--- config.mk ---
export PLATFORM = sky130hd
export DESIGN_NAME = pwr_domain_seq
export DESIGN_NICKNAME = d
export VERILOG_FILES = /design/src/rtl/pds_pkg.sv /design/src/rtl/pds_keyreg.sv /design/src/rtl/pds_ack_timer.sv /design/src/rtl/pds_switch_chain.sv /design/src/rtl/pwr_domain_seq.sv
export SDC_FILE = /design/constraint.sdc
export NUM_CORES = 1
export LEC_CHECK = 0
export CORE_AREA = 2 2 55 57
export DETAILED_ROUTE_END_ITERATION = 7
export DIE_AREA = 0 0 57 59
export DONT_BUFFER_PORTS = 1
export PLACE_DENSITY = 0.7
export SKIP_CTS_REPAIR_TIMING = 1
export SLEW_MARGIN = 20
export SYNTH_ARGS = -nofsm -noshare
export SYNTH_HDL_FRONTEND = slang
export SYNTH_SLANG_ARGS = --single-unit
--- constraint.sdc ---
create_clock -name clk_i -period 4.5 [get_ports clk_i]
set_input_delay 0.9 -clock clk_i [delete_from_list [all_inputs] [get_ports clk_i]]
set_output_delay 0.9 -clock clk_i [all_outputs]
set_load 0.1 [all_outputs]
--- src/rtl/pds_pkg.sv ---
package pds_pkg;

    typedef enum logic [1:0] {
        PD_OFF     = 2'b00,
        PD_RISING  = 2'b01,
        PD_FALLING = 2'b10,
        PD_ON      = 2'b11
    } pd_mode_e;

    localparam logic [3:0] KEY_WAKE  = 4'h5;
    localparam logic [3:0] KEY_SLEEP = 4'hA;

    localparam logic ADDR_KEY    = 1'b0;
    localparam logic ADDR_CLKOFF = 1'b1;

    function automatic logic key_known(input logic [3:0] k);
        return (k == KEY_WAKE) || (k == KEY_SLEEP);
    endfunction

endpackage

--- src/rtl/pds_keyreg.sv ---
module pds_keyreg
    import pds_pkg::*;
(
    input  logic       clk_i,
    input  logic       rst_ni,
    input  logic       wr_en_i,
    input  logic       wr_addr_i,
    input  logic [3:0] wr_data_i,
    input  logic       busy_i,
    input  logic       lock_i,
    input  logic       consume_i,
    output logic [3:0] key_o,
    output logic       clk_off_o
);

    typedef struct packed {
        logic [3:0] key;
        logic       clk_off;
    } kr_t;

    kr_t r_d, r_q;

    always_comb begin
        r_d = r_q;
        if (consume_i) begin
            r_d.key = 4'h0;
        end else if (wr_en_i && (wr_addr_i == ADDR_KEY) && !busy_i && !lock_i
                     && key_known(wr_data_i)) begin
            r_d.key = wr_data_i;
        end
        if (wr_en_i && (wr_addr_i == ADDR_CLKOFF)) begin
            r_d.clk_off = wr_data_i[0];
        end
    end

    always_ff @(posedge clk_i) begin
        if (!rst_ni) r_q <= '0;
        else         r_q <= r_d;
    end

    assign key_o     = r_q.key;
    assign clk_off_o = r_q.clk_off;

    AST_KEY_QUIET_BUSY: assert property (@(posedge clk_i) disable iff (!rst_ni)
        busy_i |-> (r_q.key == 4'h0));
    AST_KEY_QUIET_LOCK: assert property (@(posedge clk_i) disable iff (!rst_ni)
        lock_i |-> (r_q.key == 4'h0));
    AST_KEY_LEGAL: assert property (@(posedge clk_i) disable iff (!rst_ni)
        (r_q.key == 4'h0) || key_known(r_q.key));

endmodule

--- src/rtl/pds_ack_timer.sv ---
module pds_ack_timer #(
    parameter int unsigned LIMIT = 64
) (
    input  logic clk_i,
    input  logic rst_ni,
    input  logic restart_i,
    input  logic run_i,
    output logic expired_o
);

    generate
        if (LIMIT == 0) begin : g_off
            logic unused_in;
            assign unused_in = ^{clk_i, rst_ni, restart_i, run_i};
            assign expired_o = 1'b0;
        end else begin : g_on
            localparam int unsigned CW = $clog2(LIMIT + 1);
            localparam logic [CW-1:0] CMAX = CW'(LIMIT);

            logic [CW-1:0] cnt_d, cnt_q;

            always_comb begin
                cnt_d = cnt_q;
                if (restart_i)                  cnt_d = '0;
                else if (run_i && cnt_q != CMAX) cnt_d = cnt_q + CW'(1);
            end

            always_ff @(posedge clk_i) begin
                if (!rst_ni) cnt_q <= '0;
                else         cnt_q <= cnt_d;
            end

            assign expired_o = run_i && (cnt_q == CMAX);

            AST_TIMER_CLEAR: assert property (@(posedge clk_i) disable iff (!rst_ni)
                restart_i |=> (cnt_q == '0));
        end
    endgenerate

endmodule

--- src/rtl/pds_switch_chain.sv ---
module pds_switch_chain #(
    parameter int unsigned N_SW = 4
) (
    input  logic            clk_i,
    input  logic            rst_ni,
    input  logic            rst_on_i,
    input  logic            start_up_i,
    input  logic            start_down_i,
    input  logic [N_SW-1:0] sw_ack_i,
    output logic [N_SW-1:0] sw_en_o,
    output logic            done_o,
    output logic            step_o,
    output logic            wait_o
);

    localparam int unsigned IW = (N_SW > 1) ? $clog2(N_SW) : 1;
    localparam logic [IW-1:0] LAST = IW'(N_SW - 1);

    typedef struct packed {
        logic            active;
        logic            up;
        logic [IW-1:0]   idx;
        logic [N_SW-1:0] en;
    } ch_t;

    ch_t r_d, r_q;

    logic [N_SW-1:0] settled;
    logic            hit;
    logic            at_end;
    logic [IW-1:0]   nxt;

    generate
        for (genvar g = 0; g < N_SW; g++) begin : g_settle
            assign settled[g] = (sw_ack_i[g] == r_q.en[g]);
        end
    endgenerate

    assign hit    = settled[r_q.idx];
    assign at_end = r_q.up ? (r_q.idx == LAST) : (r_q.idx == '0);

    always_comb begin
        r_d    = r_q;
        nxt    = r_q.idx;
        done_o = 1'b0;
        step_o = 1'b0;
        if (start_up_i) begin
            r_d.active = 1'b1;
            r_d.up     = 1'b1;
            r_d.idx    = '0;
            r_d.en[0]  = 1'b1;
            step_o     = 1'b1;
        end else if (start_down_i) begin
            r_d.active   = 1'b1;
            r_d.up       = 1'b0;
            r_d.idx      = LAST;
            r_d.en[LAST] = 1'b0;
            step_o       = 1'b1;
        end else if (r_q.active && hit) begin
            step_o = 1'b1;
            if (at_end) begin
                r_d.active = 1'b0;
                done_o     = 1'b1;
            end else begin
                nxt         = r_q.up ? (r_q.idx + IW'(1)) : (r_q.idx - IW'(1));
                r_d.idx     = nxt;
                r_d.en[nxt] = r_q.up;
            end
        end
    end

    always_ff @(posedge clk_i) begin
        if (!rst_ni) begin
            r_q.active <= 1'b0;
            r_q.up     <= 1'b0;
            r_q.idx    <= '0;
            r_q.en     <= rst_on_i ? '1 : '0;
        end else begin
            r_q <= r_d;
        end
    end

    assign sw_en_o = r_q.en;
    assign wait_o  = r_q.active && !hit;

    AST_ONE_SWITCH_PER_STEP: assert property (@(posedge clk_i) disable iff (!rst_ni)
        $countones(r_q.en ^ $past(r_q.en)) <= 1);
    AST_IDLE_HOLDS: assert property (@(posedge clk_i) disable iff (!rst_ni)
        (!r_q.active && !start_up_i && !start_down_i) |=> $stable(r_q.en));

endmodule

--- src/rtl/pwr_domain_seq.sv ---
module pwr_domain_seq
    import pds_pkg::*;
#(
    parameter int unsigned N_SW        = 4,
    parameter int unsigned TIMEOUT_CYC = 64,
    parameter bit          ALWAYS_ON   = 1'b0
) (
    input  logic            clk_i,
    input  logic            rst_ni,
    input  logic            cfg_default_on_i,
    input  logic            cfg_perm_off_i,
    input  logic            wr_en_i,
    input  logic            wr_addr_i,
    input  logic [3:0]      wr_data_i,
    output logic [3:0]      key_rd_o,
    output logic            clk_off_rd_o,
    output logic            dom_clk_en_o,
    output logic [N_SW-1:0] sw_en_o,
    input  logic [N_SW-1:0] sw_ack_i,
    output logic [1:0]      status_o,
    output logic            err_o
);

    typedef struct packed {
        pd_mode_e mode;
        logic     locked;
        logic     err;
    } top_t;

    top_t r_d, r_q;

    logic       boot_on;
    logic       boot_lock;
    logic [3:0] key;
    logic       clk_off;
    logic       start_up, start_down, consume, busy;
    logic       chain_done, chain_step, chain_wait, expired;

    assign boot_lock = cfg_perm_off_i && !ALWAYS_ON;
    assign boot_on   = ALWAYS_ON || (cfg_default_on_i && !cfg_perm_off_i);

    assign busy       = (r_q.mode == PD_RISING) || (r_q.mode == PD_FALLING);
    assign start_up   = (r_q.mode == PD_OFF) && (key == KEY_WAKE) && !r_q.locked;
    assign start_down = (r_q.mode == PD_ON) && (key == KEY_SLEEP) && clk_off;
    assign consume    = start_up || start_down
                      || ((r_q.mode == PD_OFF) && (key == KEY_SLEEP))
                      || ((r_q.mode == PD_ON)  && (key == KEY_WAKE));

    pds_keyreg u_keyreg (
        .clk_i     (clk_i),
        .rst_ni    (rst_ni),
        .wr_en_i   (wr_en_i),
        .wr_addr_i (wr_addr_i),
        .wr_data_i (wr_data_i),
        .busy_i    (busy),
        .lock_i    (r_q.locked),
        .consume_i (consume),
        .key_o     (key),
        .clk_off_o (clk_off)
    );

    pds_switch_chain #(.N_SW(N_SW)) u_chain (
        .clk_i        (clk_i),
        .rst_ni       (rst_ni),
        .rst_on_i     (boot_on),
        .start_up_i   (start_up),
        .start_down_i (start_down),
        .sw_ack_i     (sw_ack_i),
        .sw_en_o      (sw_en_o),
        .done_o       (chain_done),
        .step_o       (chain_step),
        .wait_o       (chain_wait)
    );

    pds_ack_timer #(.LIMIT(TIMEOUT_CYC)) u_timer (
        .clk_i     (clk_i),
        .rst_ni    (rst_ni),
        .restart_i (chain_step),
        .run_i     (chain_wait),
        .expired_o (expired)
    );

    always_comb begin
        r_d     = r_q;
        r_d.err = r_q.err || expired;
        if (start_up) begin
            r_d.mode = PD_RISING;
        end else if (start_down) begin
            r_d.mode = PD_FALLING;
        end else if (chain_done) begin
            r_d.mode = (r_q.mode == PD_RISING) ? PD_ON : PD_OFF;
        end
    end

    always_ff @(posedge clk_i) begin
        if (!rst_ni) begin
            r_q.mode   <= boot_on ? PD_ON : PD_OFF;
            r_q.locked <= boot_lock;
            r_q.err    <= 1'b0;
        end else begin
            r_q <= r_d;
        end
    end

    assign status_o     = r_q.mode;
    assign err_o        = r_q.err;
    assign key_rd_o     = key;
    assign clk_off_rd_o = clk_off;
    assign dom_clk_en_o = (r_q.mode == PD_ON) && !clk_off;

    AST_CLK_NEEDS_POWER: assert property (@(posedge clk_i) disable iff (!rst_ni)
        dom_clk_en_o |-> (&sw_en_o));
    AST_INTERLOCK: assert property (@(posedge clk_i) disable iff (!rst_ni)
        ((r_q.mode == PD_ON) && !clk_off) |=> (r_q.mode != PD_FALLING));
    AST_LOCK_OFF: assert property (@(posedge clk_i) disable iff (!rst_ni)
        r_q.locked |-> ((r_q.mode == PD_OFF) && (sw_en_o == '0)));
    AST_ERR_STICKY: assert property (@(posedge clk_i) disable iff (!rst_ni)
        r_q.err |=> r_q.err);
    AST_UP_ALL_ON: assert property (@(posedge clk_i) disable iff (!rst_ni)
        ($past(r_q.mode) == PD_RISING && r_q.mode == PD_ON) |-> (&sw_en_o));
    AST_DOWN_ALL_OFF: assert property (@(posedge clk_i) disable iff (!rst_ni)
        ($past(r_q.mode) == PD_FALLING && r_q.mode == PD_OFF) |-> (sw_en_o == '0));

endmodule

# Word-level counts from Yosys, hierarchy flattened
# Cells that the tools add are included.
op_classes:
  n_lt_le_gt_ge: 3
  n_addsub: 3
  n_bitwise: 2
  reduce_logical: 43
  n_mux: 33
  n_eq_ne: 25
op_table:
  columns: ["operator", "count"]
  rows:
  - ["$logic_and 1x1->1", 18]
  - ["$mux 4", 4]
  - ["$mux 1", 15]
  - ["$mux 2", 6]
  - ["$mux 6", 2]
  - ["$mux 3", 3]
  - ["$ne 3x3->1 const B", 3]
  - ["$eq 4x3->1 const B", 2]
  - ["$eq 4x4->1 const B", 2]
  - ["$ne 2x2->1 const B", 4]
  - ["$add 7x1->7 const B", 1]
  - ["$eq 7x7->1 const B", 1]
  - ["$ne 7x7->1 const B", 1]
  - ["$eq 2x2->1 const B", 3]
  - ["$logic_or 1x1->1", 6]
  - ["$lt 2x3->1 const B", 2]
  - ["$ne 3x1->1 const B", 2]
  - ["$reduce_and 3->1", 2]
  - ["$reduce_bool 3->1", 2]
  - ["$reduce_or 2->1", 3]
  - ["$logic_not 1->1", 5]
  - ["$bwmux 4", 1]
  - ["$eq 1x1->1", 4]
  - ["$logic_not 2->1", 2]
  - ["12 further kinds", 15]
totals:
  word_cells: 121
  regBits: 24
  output_inout_bits: 13
  in_bits: 14

# Logic depth before layout (Yosys ltp)
depth:
  ltp_word: 12
  depth_mapped: 6
  mapped_depth_nobuf: 6

# Hierarchy
# Synthesis repeated with hierarchy kept, for this count alone.
unflattened:
  cells_unflattened: 170
  hier_area_um2: 1559.0
by_module_without_submodules:
  columns: ["mod", "cells_each", "instances", "area_per_inst_um2"]
  rows:
  - ["pds_switch_chain", 71, 1, 655.6]
  - ["pds_ack_timer", 44, 1, 379.1]
  - ["pwr_domain_seq", 29, 1, 290.3]
  - ["pds_keyreg", 26, 1, 234.0]

# Worst setup path after synthesis
# OpenSTA, ideal clock, no wires.
synth_path:
  kind: "register to output"
  startpoint: "reg r_q (netlist bit status_o[0])"
  endpoint: "out dom_clk_en_o"
  arrival_time_ps: 2651
  required_time_ps: 3600
  path_slack_ps: 949
  path_stages_with_launch: 3
  path_buffers: 0
  cell_sequence: "edfxtp_1 ha_1 nor2b_1"
synth_between:
  elab_chain_cells: 2
synth_lines:
  columns: ["element", "line", "source"]
  rows:
  - ["from (decl)", "pwr_domain_seq.sv:30", "top_t r_d, r_q;"]
  - ["from (signal assigned)", "pwr_domain_seq.sv:101", "r_q <= r_d;"]
  - ["$eq 2x2->1", "pwr_domain_seq.sv:109", "assign dom_clk_en_o = (r_q.mode == PD_ON) && !clk_off;"]
  - ["$logic_and 1x1->1", "pwr_domain_seq.sv:109", null]
  - ["to (decl)", "pwr_domain_seq.sv:17", "output logic dom_clk_en_o,"]
# No other way between the ends.

# Worst setup path after layout
# Ends and elaborated chain as after synthesis.

==> insert_results.sql <==
INSERT INTO impl_metrics (metric_group, metric, value, unit) VALUES
('synthesis', 'dominantRegCellSynth', 'dfxtp_1', ''),
('clock_tree', 'h_tree_levels', '1', ''),
('critical_path', 'crit_fanout', '4', ''),
('route', 'route.detailed.wl_per_inst', '15.9', 'um'),
('timing', 'final.setup.worst_slack', '1.45', 'ns'),
('synthesis', 'seq_area_frac_synth', '0.374', ''),
('synthesis', 'syn-num-nets', '180', ''),
('timing', 'timing.max_slew.rel_slack', '0.281', ''),
('critical_path', 'critical_path.startpoint_type', 'register', ''),
('route', 'drt_drc_violations_left', '0', ''),
('timing', 'maxClockFrequency', '0.328', 'GHz'),
('die', 'die_width', '57', 'um'),
('synthesis', 'mappedNetlistArea', '1470', 'um2'),
('place', 'gp_routability_congestion', '0.836', ''),
('clock_tree', 'clock_tree.buffer_depth', '2', ''),
('place', 'placed_cell_area', '1490', 'um2'),
('run_status', 'run_status', 'complete, no violations', ''),
('clock_tree', 'cts.reportedPaths.clkPinSlew', '0.13', 'ns'),
('cells_and_area', 'fill_cells', '238', ''),
('grt', 'vias_in_the_first_global_route', '1119', ''),
('grt', 'global_route.overflow_total', '0', ''),
('grt', 'first_pass_grt_wire_length', '4970', 'um'),
('place', 'pre_cts_ws', '1.76', 'ns'),
('timing', 'transition_time_at_the_pin_with_the_least_slew_margin', '1.08', 'ns'),
('grt', 'antenna_found_initial', '0', ''),
('flow_run', 'drv_cap', '0', ''),
('synthesis', 'ys_async_sr_fraction', '0', ''),
('clock_tree', 'tritoncts', 'built', ''),
('route', 'route.detailed.vias_per_inst', '6.28', ''),
('route', 'via_count', '1174', ''),
('timing', 'final_min_period_over_clock_period', '0.677', ''),
('synthesis', 'synth_edf_count', '7', ''),
('route', 'drt_iter0_drcs', '33', ''),
('clock_tree', 'clkSinkCount', '24', ''),
('cells_and_area', 'layout.nets', '180', ''),
('timing', 'final_max_slew_viol_count', '0', ''),
('critical_path', 'crit_chain', 'ha_1, nor2b_2, buf_4', ''),
('place', 'io_buffers', '0', ''),
('cells_and_area', 'final_layout_size_suffix_gt1_frac', '0.103', ''),
('power', 'vdd_drop_max', '0.213', 'mV'),
('cells_and_area', 'final-seq-area', '551', 'um2'),
('route', 'drt_first_pass_iters', '4', ''),
('timing', 'timing.clock.skew', '0.00255', 'ns'),
('die', 'fp-row-count', '19', ''),
('critical_path', 'worst-setup-path-type', 'register to output port', ''),
('clock_tree', 'cts-root-buf', 'clkbuf_4', ''),
('critical_path', 'slowest_stage', 'edfxtp_1', ''),
('place', 'post-dp-hpwl', '2240', 'um'),
('cells_and_area', 'leading_cell_type_in_the_layout_fill_and_taps_excluded', 'dfxtp_1', ''),
('synthesis', 'synth-seq-cells', '24', ''),
('timing', 'finalWorstPathRequiredPeriod', '3.05', 'ns'),
('timing', 'unrepaired_setup_endpoints_after_global_routing', 'false', ''),
('power', 'power-per-cell-area', '276', 'nW/um2'),
('die', 'full_die_area', '3360', 'um2'),
('timing', 'timing.setup.tns', '0', 'ns'),
('clock_tree', 'total_clock_buffers_created_by_cts', '3', ''),
('power', 'power.static_leakage', '0.585', 'nW'),
('cells_and_area', 'multi_input_gate_area_in_the_final_layout', '833', 'um2'),
('clock_tree', 'latest_clock_arrival_within_the_worst_skew_pair', '0.32', 'ns'),
('critical_path', 'critPathMaxStageDelay', '1.03', 'ns'),
('timing', 'final_hold_viol_count', '0', ''),
('cells_and_area', 'most-common-layout-cells', '17 x dfxtp_1, 11 x inv_1, 10 x nor2_1', ''),
('route', 'antenna_violating_nets_post_route', '0', ''),
('die', 'floorplan.die.height', '59', 'um'),
('die', 'ios', '27', ''),
('cells_and_area', 'layout-area-overhead-vs-synth', '3.74', '%'),
('synthesis', 'synth_cell_type_count', '43', ''),
('route', 'wirelength_routed', '2970', 'um'),
('synthesis', 'yosys_warnings', '0', ''),
('synthesis', 'avg_cell_area_syn', '9.37', 'um2'),
('die', 'core_area', '2710', 'um2'),
('grt', 'grt.total_usage', '0.195', ''),
('min_path', 'hp-class', 'register to register', ''),
('grt', 'grt_start_max_net_pins', '19', ''),
('synthesis', 'post_synthesis_instance_total', '157', ''),
('cells_and_area', 'post-route-cell-area', '1530', 'um2'),
('critical_path', 'r2r.worst_path.cells', '4', ''),
('die', 'start_util', '0.543', ''),
('critical_path', 'timing.critical_path.required', '3.60', 'ns'),
('critical_path', 'timing.critical_path.to_type', 'output port', ''),
('cells_and_area', 'diodes', '0', ''),
('critical_path', 'critical_path_data_arrival_time', '2.15', 'ns'),
('timing', 'report.final.setup_viol', '0', ''),
('min_path', 'whs_path_depth', '2', '');
-- cells in the mapped netlist (4+ instances only) --
| library cell | number | area [um2] |
|---|---|---|
| dfxtp_1 | 17 | 340 |
| inv_1 | 11 | 41.3 |
| nor2_1 | 10 | 37.5 |
| ha_1 | 9 | 113 |
| a21oi_1 | 8 | 40.0 |
| edfxtp_1 | 7 | 210 |
| nand2_1 | 7 | 26.3 |
| nand3_1 | 7 | 35.0 |
| o21ai_0 | 5 | 25.0 |
| o31ai_1 | 5 | 37.5 |
| xnor2_1 | 5 | 43.8 |
| buf_4 | 4 | 30.0 |
| clkbuf_1 | 4 | 15.0 |
| nand4_1 | 4 | 25.0 |
| nor2b_1 | 4 | 25.0 |
| nor4bb_1 | 4 | 40.0 |
| xor2_1 | 4 | 35.0 |
-- worst max-delay path: cells and delay by family, from the launching register on --
| family | cells | cell delay [ns] |
|---|---|---|
| buf+inv | 1 | 0.30 |
| flops | 1 | 1.03 |
| fa+ha+maj | 1 | 0.34 |
| simple gates | 1 | 0.15 |
-- through the flow --
stage | power [W] | util | hold WS [ns] | cells
after floorplan | 0.000305 | - | 0.447 | 157
after global placement | 0.000310 | 0.550 | 0.472 | 183
after detailed placement | 0.000311 | 0.550 | 0.486 | 183
after CTS | 0.000424 | 0.563 | 0.501 | 187
after global routing | 0.000440 | 0.563 | 0.524 | 187
final | 0.000421 | 0.563 | 0.495 | 187
-- sequential cells by signal, indices dropped and copies added (netlist names) --
register / count
status_o: 2
err_o: 1
u_chain.r_q: 4
u_chain.sw_en_o: 4
u_keyreg.clk_off_o: 1
r_d: 1
u_timer.g_on.cnt_q: 7
u_keyreg.key_o: 4
-- logic make-up after synthesis --
kind of cell             synth area share
AND/OR/NAND/NOR                     0.214
AO/OA/AOI/OAI                       0.162
flip-flops                          0.374
buffers and inverters              0.0612
XOR/XNOR                           0.0536
adder cells (fa/ha/maj)            0.0765
multiplexers                       0.0587
-- layer usage --
layer	GRT usage	routed length (um)	part of all wire
met5	0	0	0
met3	0.0393	188	0.063
met1	0.249	1310	0.44
met2	0.307	1400	0.47
met4	0.113	70	0.024
-- path summary, 6_finish.rpt --
path         slack (ns)                            endpoint                          startpoint
min reg2reg        0.49  u_timer.g_on.cnt_q[6]$_SDFFE_PP0P_  u_timer.g_on.cnt_q[6]$_SDFFE_PP0P_
max reg2reg        1.75               status_o[1]$_DFFE_PP_        u_chain.sw_en_o[0]$_DFFE_PP_
max                1.45                        dom_clk_en_o               status_o[0]$_DFFE_PP_
min                0.49  u_timer.g_on.cnt_q[6]$_SDFFE_PP0P_  u_timer.g_on.cnt_q[6]$_SDFFE_PP0P_
-- layout make-up --
class                   instances  area share
inverters                      12      0.0295
repair buffers                  3      0.0148
flip-flops and latches         24       0.361
clock buffers                   4      0.0238
multi-input cells             113       0.546
well taps                      31      0.0254
-- where the power goes --
| part | leakage [nW] | internal, W | switching (W) |
|---|---|---|---|
| combinational | 0.356 | 0.0000186 | 0.0000278 |
| clock | 0.0210 | 0.0000495 | 0.0000654 |
| sequential | 0.208 | 0.000228 | 0.0000314 |
| total | 0.585 | 0.000296 | 0.000125 |
No activity file was read; power rests on OpenSTA's default activity.
